## src/rtl/pd_pkg.sv

```systemverilog
package pd_pkg;
  localparam int DEF_NPH   = 5;
  localparam int DEF_NTAP  = 8;
  localparam int DEF_INT_W = 8;

  // majority vote of three neighbouring snapshot bits
  function automatic logic maj3(input logic a, input logic b, input logic c);
    return (a & b) | (a & c) | (b & c);
  endfunction
endpackage

```

## src/rtl/pd_therm_decode.sv

```systemverilog
module pd_therm_decode #(
  parameter int STEPS  = 40,
  parameter int FRAC_W = 6
) (
  input  logic [STEPS-1:0]  therm,
  output logic [FRAC_W-1:0] frac
);
  // ext[k+1] = therm[k]; a virtual 1 sits below bit 0 and a virtual 0 above the top bit
  logic [STEPS+1:0] ext;
  logic [STEPS-1:0] filt;

  assign ext = {1'b0, therm, 1'b1};

  for (genvar k = 0; k < STEPS; k++) begin : g_flt
    assign filt[k] = pd_pkg::maj3(ext[k], ext[k+1], ext[k+2]);
  end

  // position of the lowest zero; saturates at STEPS-1 when none is found
  always_comb begin
    frac = FRAC_W'(STEPS - 1);
    for (int k = STEPS - 1; k >= 0; k--) begin
      if (!filt[k]) frac = FRAC_W'(k);
    end
  end
endmodule

```

## src/rtl/pd_int_align.sv

```systemverilog
module pd_int_align #(
  parameter int INT_W  = 8,
  parameter int FRAC_W = 6,
  parameter int STEPS  = 40
) (
  input  logic [INT_W-1:0]  cnt,
  input  logic [FRAC_W-1:0] frac,
  output logic [INT_W-1:0]  int_o
);
  localparam int HALF = STEPS / 2;

  logic late;

  // counter is captured half a period after the converter instant
  assign late  = (frac >= FRAC_W'(HALF));
  assign int_o = cnt - INT_W'(late);
endmodule

```

## src/rtl/pd_mix_arith.sv

```systemverilog
module pd_mix_arith #(
  parameter int INT_W  = 8,
  parameter int FRAC_W = 6,
  parameter int STEPS  = 40,
  parameter bit SUB    = 1'b0
) (
  input  logic [INT_W-1:0]  a_i,
  input  logic [FRAC_W-1:0] a_f,
  input  logic [INT_W-1:0]  b_i,
  input  logic [FRAC_W-1:0] b_f,
  output logic [INT_W-1:0]  y_i,
  output logic [FRAC_W-1:0] y_f
);
  localparam logic [FRAC_W:0] STEPS_W = (FRAC_W+1)'(STEPS);

  if (SUB) begin : g_sub
    logic brw;
    assign brw = (a_f < b_f);
    assign y_f = FRAC_W'(brw ? ({1'b0, a_f} + STEPS_W - {1'b0, b_f})
                             : ({1'b0, a_f} - {1'b0, b_f}));
    assign y_i = a_i - b_i - INT_W'(brw);
  end else begin : g_add
    logic [FRAC_W:0] s;
    logic            cy;
    assign s   = {1'b0, a_f} + {1'b0, b_f};
    assign cy  = (s >= STEPS_W);
    assign y_f = FRAC_W'(cy ? (s - STEPS_W) : s);
    assign y_i = a_i + b_i + INT_W'(cy);
  end
endmodule

```

## src/rtl/pd_to_steps.sv

```systemverilog
module pd_to_steps #(
  parameter int INT_W  = 8,
  parameter int FRAC_W = 6,
  parameter int STEPS  = 40,
  parameter int ERR_W  = 14
) (
  input  logic [INT_W-1:0]  d_i,
  input  logic [FRAC_W-1:0] d_f,
  output logic [ERR_W-1:0]  steps
);
  logic [ERR_W-1:0] ie;

  // signed integer periods times steps per period, plus the step field
  assign ie    = {{FRAC_W{d_i[INT_W-1]}}, d_i};
  assign steps = ie * ERR_W'(STEPS) + {{INT_W{1'b0}}, d_f};
endmodule

```

## src/rtl/dpll_phase_detector.sv

```systemverilog
module dpll_phase_detector #(
  parameter  int NPH    = pd_pkg::DEF_NPH,
  parameter  int NTAP   = pd_pkg::DEF_NTAP,
  parameter  int INT_W  = pd_pkg::DEF_INT_W,
  localparam int STEPS  = NPH * NTAP,
  localparam int FRAC_W = $clog2(STEPS),
  localparam int ERR_W  = INT_W + FRAC_W
) (
  input  logic              clk,
  input  logic              rst_n,
  input  logic              in_valid,
  output logic              in_ready,
  input  logic [INT_W-1:0]  cnt_smp,
  input  logic [STEPS-1:0]  tdc_smp,
  input  logic [INT_W-1:0]  fcw_int,
  input  logic [FRAC_W-1:0] fcw_frac,
  input  logic              lock_load,
  output logic              out_valid,
  input  logic              out_ready,
  output logic [ERR_W-1:0]  ph_err,
  output logic [ERR_W-1:0]  fr_err
);
  logic              accept;
  logic [FRAC_W-1:0] meas_f;
  logic [INT_W-1:0]  meas_i;
  logic [INT_W-1:0]  acc_i, prev_i, sum_i, nacc_i, pe_i, dl_i, fe_i;
  logic [FRAC_W-1:0] acc_f, prev_f, sum_f, nacc_f, pe_f, dl_f, fe_f;
  logic [ERR_W-1:0]  pe_steps, fe_steps;

  assign in_ready = !out_valid || out_ready;
  assign accept   = in_valid && in_ready;

  pd_therm_decode #(.STEPS(STEPS), .FRAC_W(FRAC_W)) u_dec (
    .therm(tdc_smp), .frac(meas_f)
  );

  pd_int_align #(.INT_W(INT_W), .FRAC_W(FRAC_W), .STEPS(STEPS)) u_align (
    .cnt(cnt_smp), .frac(meas_f), .int_o(meas_i)
  );

  // command accumulator advance
  pd_mix_arith #(.INT_W(INT_W), .FRAC_W(FRAC_W), .STEPS(STEPS), .SUB(1'b0)) u_acc_add (
    .a_i(acc_i), .a_f(acc_f), .b_i(fcw_int), .b_f(fcw_frac), .y_i(sum_i), .y_f(sum_f)
  );

  assign nacc_i = lock_load ? meas_i : sum_i;
  assign nacc_f = lock_load ? meas_f : sum_f;

  // phase error
  pd_mix_arith #(.INT_W(INT_W), .FRAC_W(FRAC_W), .STEPS(STEPS), .SUB(1'b1)) u_pe_sub (
    .a_i(meas_i), .a_f(meas_f), .b_i(nacc_i), .b_f(nacc_f), .y_i(pe_i), .y_f(pe_f)
  );

  // differentiator, then command removal
  pd_mix_arith #(.INT_W(INT_W), .FRAC_W(FRAC_W), .STEPS(STEPS), .SUB(1'b1)) u_dl_sub (
    .a_i(meas_i), .a_f(meas_f), .b_i(prev_i), .b_f(prev_f), .y_i(dl_i), .y_f(dl_f)
  );

  pd_mix_arith #(.INT_W(INT_W), .FRAC_W(FRAC_W), .STEPS(STEPS), .SUB(1'b1)) u_fe_sub (
    .a_i(dl_i), .a_f(dl_f), .b_i(fcw_int), .b_f(fcw_frac), .y_i(fe_i), .y_f(fe_f)
  );

  pd_to_steps #(.INT_W(INT_W), .FRAC_W(FRAC_W), .STEPS(STEPS), .ERR_W(ERR_W)) u_pe_cv (
    .d_i(pe_i), .d_f(pe_f), .steps(pe_steps)
  );

  pd_to_steps #(.INT_W(INT_W), .FRAC_W(FRAC_W), .STEPS(STEPS), .ERR_W(ERR_W)) u_fe_cv (
    .d_i(fe_i), .d_f(fe_f), .steps(fe_steps)
  );

  always_ff @(posedge clk) begin
    if (!rst_n) begin
      out_valid <= 1'b0;
      acc_i     <= '0;
      acc_f     <= '0;
      prev_i    <= '0;
      prev_f    <= '0;
      ph_err    <= '0;
      fr_err    <= '0;
    end else if (accept) begin
      out_valid <= 1'b1;
      acc_i     <= nacc_i;
      acc_f     <= nacc_f;
      prev_i    <= meas_i;
      prev_f    <= meas_f;
      ph_err    <= pe_steps;
      fr_err    <= fe_steps;
    end else if (out_ready) begin
      out_valid <= 1'b0;
    end
  end
endmodule

```

## config.mk

```make
export PLATFORM = sky130hd
export DESIGN_NAME = dpll_phase_detector
export DESIGN_NICKNAME = d
export VERILOG_FILES = /design/src/rtl/pd_pkg.sv /design/src/rtl/pd_therm_decode.sv /design/src/rtl/pd_int_align.sv /design/src/rtl/pd_mix_arith.sv /design/src/rtl/pd_to_steps.sv /design/src/rtl/dpll_phase_detector.sv
export SDC_FILE = /design/constraint.sdc
export NUM_CORES = 1
export LEC_CHECK = 0
export ABC_AREA = 1
export BUFFER_PORTS_ARGS = -buffer_cell sky130_fd_sc_hd__buf_2
export CAP_MARGIN = 15
export CORE_MARGIN = 8
export CORE_UTILIZATION = 35
export CTS_CLUSTER_SIZE = 12
export DETAILED_ROUTE_END_ITERATION = 8
export PLACE_DENSITY_LB_ADDON = 0.25
export SYNTH_ARGS = -nofsm -noshare
export SYNTH_HDL_FRONTEND = slang
export SYNTH_SLANG_ARGS = --single-unit
```

## constraint.sdc

```tcl
create_clock -name clk -period 12.66 [get_ports clk]
set_clock_uncertainty 0.1 [all_clocks]
set_input_delay 2.532 -clock clk [delete_from_list [all_inputs] [get_ports clk]]
set_output_delay 2.532 -clock clk [all_outputs]
set_load 0.01 [all_outputs]
```

Word-level counts from Yosys, hierarchy flattened
Index checks and enable logic that the tools add are counted.
{ "word_totals": {"regBits": 57, "latch_bits": 0, "out_inout_bits": 30, "ramBits": 0, "rom_bits": 0, "memories": 0} }
{ "op_classes": {"eq_ne": 0, "add_sub_neg": 21, "n_mul": 2, "magnitude_cmp": 5, "reduce_logical": 4, "div": 0, "shift": 0, "muxes": 47, "n_bitwise": 155} }
{ "op_table": {"columns": ["cell", "count"], "rows": [
  ["$mux W6", 43],
  ["$or A1 B1 Y1", 78],
  ["$and A1 B1 Y1", 77],
  ["$sub A6 B6 Y6", 6],
  ["$sub A8 B1 Y8", 4],
  ["$add A14 B6 Y14", 2],
  ["$mul A14 B3 Y11 const B", 2],
  ["$sub A8 B8 Y8", 3],
  ["$lt A6 B6 Y1", 3],
  ["$add A6 B6 Y6 const B", 2],
  ["$add A8 B1 Y8", 1],
  ["$add A8 B8 Y8", 1],
  ["$mux W8", 1],
  ["$add A6 B6 Y7", 1],
  ["$ge A7 B6 Y1 const B", 1],
  ["$ge A6 B5 Y1 const B", 1],
  ["$sub A6 B6 Y6 const B", 1],
  ["$mux W1", 3],
  ["$reduce_bool A2 Y1", 1],
  ["$logic_and A1 B1 Y1", 1],
  ["$logic_not A1 Y1", 1],
  ["$logic_or A1 B1 Y1", 1]
]} }

Longest topological paths before layout
{ "logic_depth": {"word_depth": 50, "ltp_mapped": 83} }

By module
From an unflattened synthesis, not the netlist that was laid out.
{ "unflattened": {"hier_cells": 1465, "area_unflattened_um2": 8857.2} }
{ "by_module_without_submodules": {"columns": ["module", "cells_per_inst", "seq_area_each_um2", "area_per_inst_um2", "n_inst"], "rows": [
  ["dpll_phase_detector", 349, 1141.1, 2323.5, 1],
  ["pd_mix_arith at u_dl_sub", 178, 0.0, 1091.0, 1],
  ["pd_mix_arith at u_fe_sub", 176, 0.0, 1088.5, 1],
  ["pd_mix_arith at u_pe_sub", 176, 0.0, 1078.5, 1],
  ["pd_therm_decode", 202, 0.0, 893.4, 1],
  ["pd_to_steps at u_pe_cv", 122, 0.0, 768.2, 1],
  ["pd_to_steps at u_fe_cv", 120, 0.0, 740.7, 1],
  ["pd_mix_arith at u_acc_add", 103, 0.0, 675.6, 1],
  ["pd_int_align", 39, 0.0, 197.7, 1]
]} }

Worst setup path after synthesis
No wires, ideal clock.
{ "synth_path": {"path_kind": "input-to-reg", "startpoint": "in tdc_smp[35]", "endpoint": "reg fr_err[12]", "slack_ns": 1.629, "setup_time_ns": 0.117, "t_arrival_ns": 10.814, "path_stages": 75, "t_required_ns": 12.443, "path_cell_list": "o21ai_0 -> nand2_1 -> nand2_1 -> nand2_1 -> nand2_1 -> nand2_1 -> nand2_1 -> nand2_1 -> nand2_1 -> nand2_1 -> nand2_1 -> nand2_1 -> nand2_1 -> nand2_1 -> nand2_1 -> nand2_1 -> nand2_1 -> nand2_1 -> [39 not listed] -> fa_1 -> inv_1 -> ha_1 -> nand2_1 -> o21ai_0 -> xnor2_1 -> inv_1 -> ha_1 -> ha_1 -> inv_1 -> fa_1 -> or3b_2 -> nor3_1 -> nand2_1 -> o21ai_0 -> nand2_1 -> o221ai_1 -> inv_1"} }
{ "synth_via": {"elab_chain_cells": 48} }
{ "synth_lines": {"columns": ["item", "line", "source"], "rows": [
  ["start, declared", "dpll_phase_detector.sv:14", "input logic [STEPS-1:0] tdc_smp,"],
  ["$and A1 B1 Y1", "pd_pkg.sv:8", "return (a & b) | (a & c) | (b & c);"],
  ["$or A1 B1 Y1 (2 in a row)", "pd_pkg.sv:8", null],
  ["$mux W6 (2 in a row)", "pd_therm_decode.sv:22", "if (!filt[k]) frac = FRAC_W'(k);"],
  ["$mux W6 * (35 in a row)", "pd_therm_decode.sv:22", null],
  ["$ge A6 B5 Y1", "pd_int_align.sv:15", "assign late = (frac >= FRAC_W'(HALF));"],
  ["$sub A8 B1 Y8", "pd_int_align.sv:16", "assign int_o = cnt - INT_W'(late);"],
  ["$sub A8 B8 Y8", "pd_mix_arith.sv:21", "assign y_i = a_i - b_i - INT_W'(brw);"],
  ["$sub A8 B1 Y8", "pd_mix_arith.sv:21", null],
  ["$sub A8 B8 Y8", "pd_mix_arith.sv:21", null],
  ["$sub A8 B1 Y8", "pd_mix_arith.sv:21", null],
  ["$mul A14 B3 Y11", "pd_to_steps.sv:15", "assign steps = ie * ERR_W'(STEPS) + {{INT_W{1'b0}}, d_f};"],
  ["$add A14 B6 Y14 *", "pd_to_steps.sv:15", null],
  ["end signal, assigned", "dpll_phase_detector.sv:87", "fr_err <= fe_steps;"],
  ["end, declared", "dpll_phase_detector.sv:21", "output logic [ERR_W-1:0] fr_err"]
]} }
Every way passes the cells marked *; elsewhere a longest branch is shown, timed or not.
A chain may end at the register's enable or synchronous reset.

Worst setup path after layout
{ "layout_path": {"startpoint": "in tdc_smp[36]", "endpoint": "reg fr_err[12]"} }
{ "layout_via": {"elab_chain_cells": 49} }
{ "layout_lines": {"columns": ["item", "line"], "rows": [
  ["$and A1 B1 Y1", "pd_pkg.sv:8"],
  ["$or A1 B1 Y1 (2 in a row)", "pd_pkg.sv:8"],
  ["$mux W6 (2 in a row)", "pd_therm_decode.sv:22"],
  ["$mux W6 * (36 in a row)", "pd_therm_decode.sv:22"],
  ["$ge A6 B5 Y1", "pd_int_align.sv:15"],
  ["$sub A8 B1 Y8", "pd_int_align.sv:16"],
  ["$sub A8 B8 Y8", "pd_mix_arith.sv:21"],
  ["$sub A8 B1 Y8", "pd_mix_arith.sv:21"],
  ["$sub A8 B8 Y8", "pd_mix_arith.sv:21"],
  ["$sub A8 B1 Y8", "pd_mix_arith.sv:21"],
  ["$mul A14 B3 Y11", "pd_to_steps.sv:15"],
  ["$add A14 B6 Y14 *", "pd_to_steps.sv:15"]
]} }
Marked as above.

==> results.toml <==
[power_and_ir_drop]
power_frac_seq_pct = 12.3
p_int_uw = 978
p_sw_share_pct = 48.8
power.switching_uw = 933
p_per_area_nw_per_um2 = 235
leakagePower_uw = 0.00457
ir_drop_mv = 0.124
combinationalPowerShare_pct = 75.4
pwr-share-clk_pct = 12.3

[sta]
hold_viol_final = 0
drv_slew = 0
clock.fmax_mhz = 88.3
fin_setup_tns_ns = 0
setup_viol = 0
worst_slew_pin_slew_ns = 0.941
rsz0062_at_grt = "false"
min_period_ns = 11.32
slew_headroom_pct = 37.2
finalCritPeriodShare_pct = 89.4

[floorplanning]
dieArea_um2 = 25100
core_um2 = 20000
ios = 97
die_y_um = 158
initial_utilization_pct = 35.4
die_x_um = 158
rows = 52

[worst_setup_path]
cp.required_ns = 12.79
cp_slowest_stage_delay_ns = 0.54
cp.depth = 78
cp-endpoint = "fr_err[12]"
setup.worst_path.class = "primary input to flop"
reg2reg_slack_ns = 5.27
start_kind = "primary input"
setup.worst_path.start = "tdc_smp[36]"
cp_top_family = "simple AND/OR/NAND/NOR gates"
cp_max_fo = 5
endpoint_kind = "flop"
cpMostUsedCell = "nand2_1"
crit_slowest_cell = "fa_1"
rr_endpoint = "ph_err[13]"
timing.rr.start = "acc_f[0]"
reg2regPathDepth = 36
cp_data_arrival_time_ns = 11.46
path_buf_inv = 10

[logic_synthesis]
synthTopCellsByArea = "ha_1 (18%), dfxtp_1 (16%), inv_1 (13%), nand2_1 (8.6%), nor2_1 (7.1%)"
yosys.cell_types.count = 39
avgSynthCellArea_um2 = 6.65
yosysWarnings = 0
synth_most_common_cell = "inv_1"
synth_nets = 1260
mappedNetlistArea_um2 = 7100
yosysSeqAreaShare_pct = 16.1
syn_inst = 1067
synth_top_area_share_pct = 17.8
synthTopCellsByCount = "inv_1 (239), nand2_1 (163), nor2_1 (134)"
ys_ff_latch = 57
ys_async_sr_fraction_pct = 0
synth-edff-count = 0
synth-main-ff-cell = "dfxtp_1"
yosysTopAreaCell = "ha_1"

[clocking]
numClockSinks = 57
cts-buffers-inserted = 9
clk_pin_slew_ns = 0.06
hold_buffers = 0
clock_path_buffers = 2
htreeDepth = 3
cts_root_buf = "clkbuf_16"
cts_tree = "yes"
clock_latency_ns = 0.34

[route]
drt_first_pass_iters = 4
vias_per_cell = 4.49
vias = 6435
post-route-drc-count = 0
wl_mm = 16.4
drt-initial-drc-count = 230
postRouteAntennaNets = 0
wl_per_cell_um = 11.4

[finish]
area_growth_syn_to_layout_pct = 14.8
fin_nets = 1351
layout-drive-gt1-share_pct = 11.4
finalInstanceArea_um2 = 8150
multi_input_area_um2 = 4980
seqCellArea_um2 = 1140
nFillCells = 2188

[placed_design]
dpl_cell_area_um2 = 7830
io_buffer_count = 96
dp_hpwl_mm = 13.4
gp_congestion = 0.809

[status]
status = "finished, final reports clean"

[grt]
grt_pass1_vias = 6171
globalRoute.totalOverflow = 0
grt_use_total_pct = 13.8
grt_max_degree = 48
grt_pass1_wl_mm = 27.8
antenna_found_initial = 0

[hold_path]
hold_path_class = "flop to flop"

[job]
maxCapViolCount = 0
==> sequential cells by signal (all words and copies together) (netlist names) <==
name / count
prev_f: 6
acc_f: 6
prev_i: 8
fr_err: 14
ph_err: 14
out_valid: 1
acc_i: 8
==> worst reg2reg max path, delay by kind of cell (launching register included) <==
| family | cells | cell delay (ns) |
|---|---|---|
| buffers and inverters | 3 | 0.18 |
| flip-flops | 1 | 0.33 |
| AO/OA/AOI/OAI | 10 | 1.93 |
| AND/OR/NAND/NOR | 9 | 1.27 |
| XOR/XNOR | 6 | 1.10 |
| adder cells (fa/ha/maj) | 8 | 2.38 |
==> per-layer routing <==
metal	up-vias	global-route usage (%)	routed length [um]
met2	88	22.1	7120
met1	2803	17.8	8130
li1	3525	-	-
met5	-	0	0
met3	19	3.45	903
met4	0	4.58	262
==> what timing repair did <==
| action | in CTS | in global routing |
|---|---|---|
| buffers inserted | 0 | 1 |
| setup endpoints to repair | 0 | 3 |
| gates resized for setup | 0 | 5 |
==> worst min path at each step <==
stage | from | endpoint | slack (ns) | cells past startpoint
floorplan | prev_i[0] | prev_i[0] | 0.36 | 2
global placement | ph_err[3] | ph_err[3] | 0.36 | 2
detailed placement | ph_err[3] | ph_err[3] | 0.37 | 2
CTS | ph_err[3] | ph_err[3] | 0.38 | 2
global route | ph_err[3] | ph_err[3] | 0.40 | 2
finish | ph_err[3] | ph_err[3] | 0.38 | 2
==> area by class of cell <==
class | count | area share (%)
Inverter | 240 | 11.1
Timing Repair Buffer | 99 | 6.17
Antenna cell | 1 | 0.0307
Clock buffer | 10 | 2.93
Tap cell | 270 | 4.15
Multi-Input combinational cell | 751 | 61.1
Sequential cell | 57 | 14.0
Clock inverter | 6 | 0.538
==> through the flow <==
stage                     std cells  power, uW  util [%]  hold slack (ns)  setup WS (ns)
final                          1434       1910      40.7            0.376           1.34
after global routing           1433       2160      40.6            0.402         0.0949
after CTS                      1432       1910      40.5            0.382           1.02
after global placement         1416       1640      39.1            0.364          0.829
after floorplan                1067       1380         -            0.360           1.63
after detailed placement       1416       1650      39.1            0.368          0.708
==> power by group through the flow <==
stage | Combinational, uW | Clock [uW] | Sequential, uW
after detailed placement | 1410 | 0 | 239
after global routing | 1670 | 250 | 241
final | 1440 | 235 | 235
after global placement | 1410 | 0 | 238
after CTS | 1430 | 246 | 236
after floorplan | 1130 | 0 | 252
==> layout by cell type (no fill, tap or decap), types with 6 or more instances in the layout <==
| master | count |
|---|---|
| a21oi_1 | 68 |
| and2_1 | 7 |
| buf_2 | 96 |
| clkbuf_16 | 9 |
| dfxtp_1 | 57 |
| fa_1 | 25 |
| ha_1 | 101 |
| inv_1 | 238 |
| nand2_1 | 163 |
| nand3_1 | 11 |
| nor2_1 | 133 |
| nor3_1 | 8 |
| o211ai_1 | 12 |
| o21ai_0 | 98 |
| o21bai_1 | 6 |
| o22ai_1 | 6 |
| or2_2 | 6 |
| xnor2_1 | 21 |
| xor2_1 | 51 |
==> cell families (layout without fill, tap and decap cells) <==
family	count (synthesis)	after routing	share of synthesized area, %
other cells	0	1	0
buf+inv	259	355	14.1
mux	2	2	0.282
fa+ha+maj	126	126	24.9
compound gates	208	208	16.1
simple gates	341	341	19.5
flops	57	57	16.1
xor+xnor	74	74	9.13
Note: power is estimated with default switching activity, not from simulation.
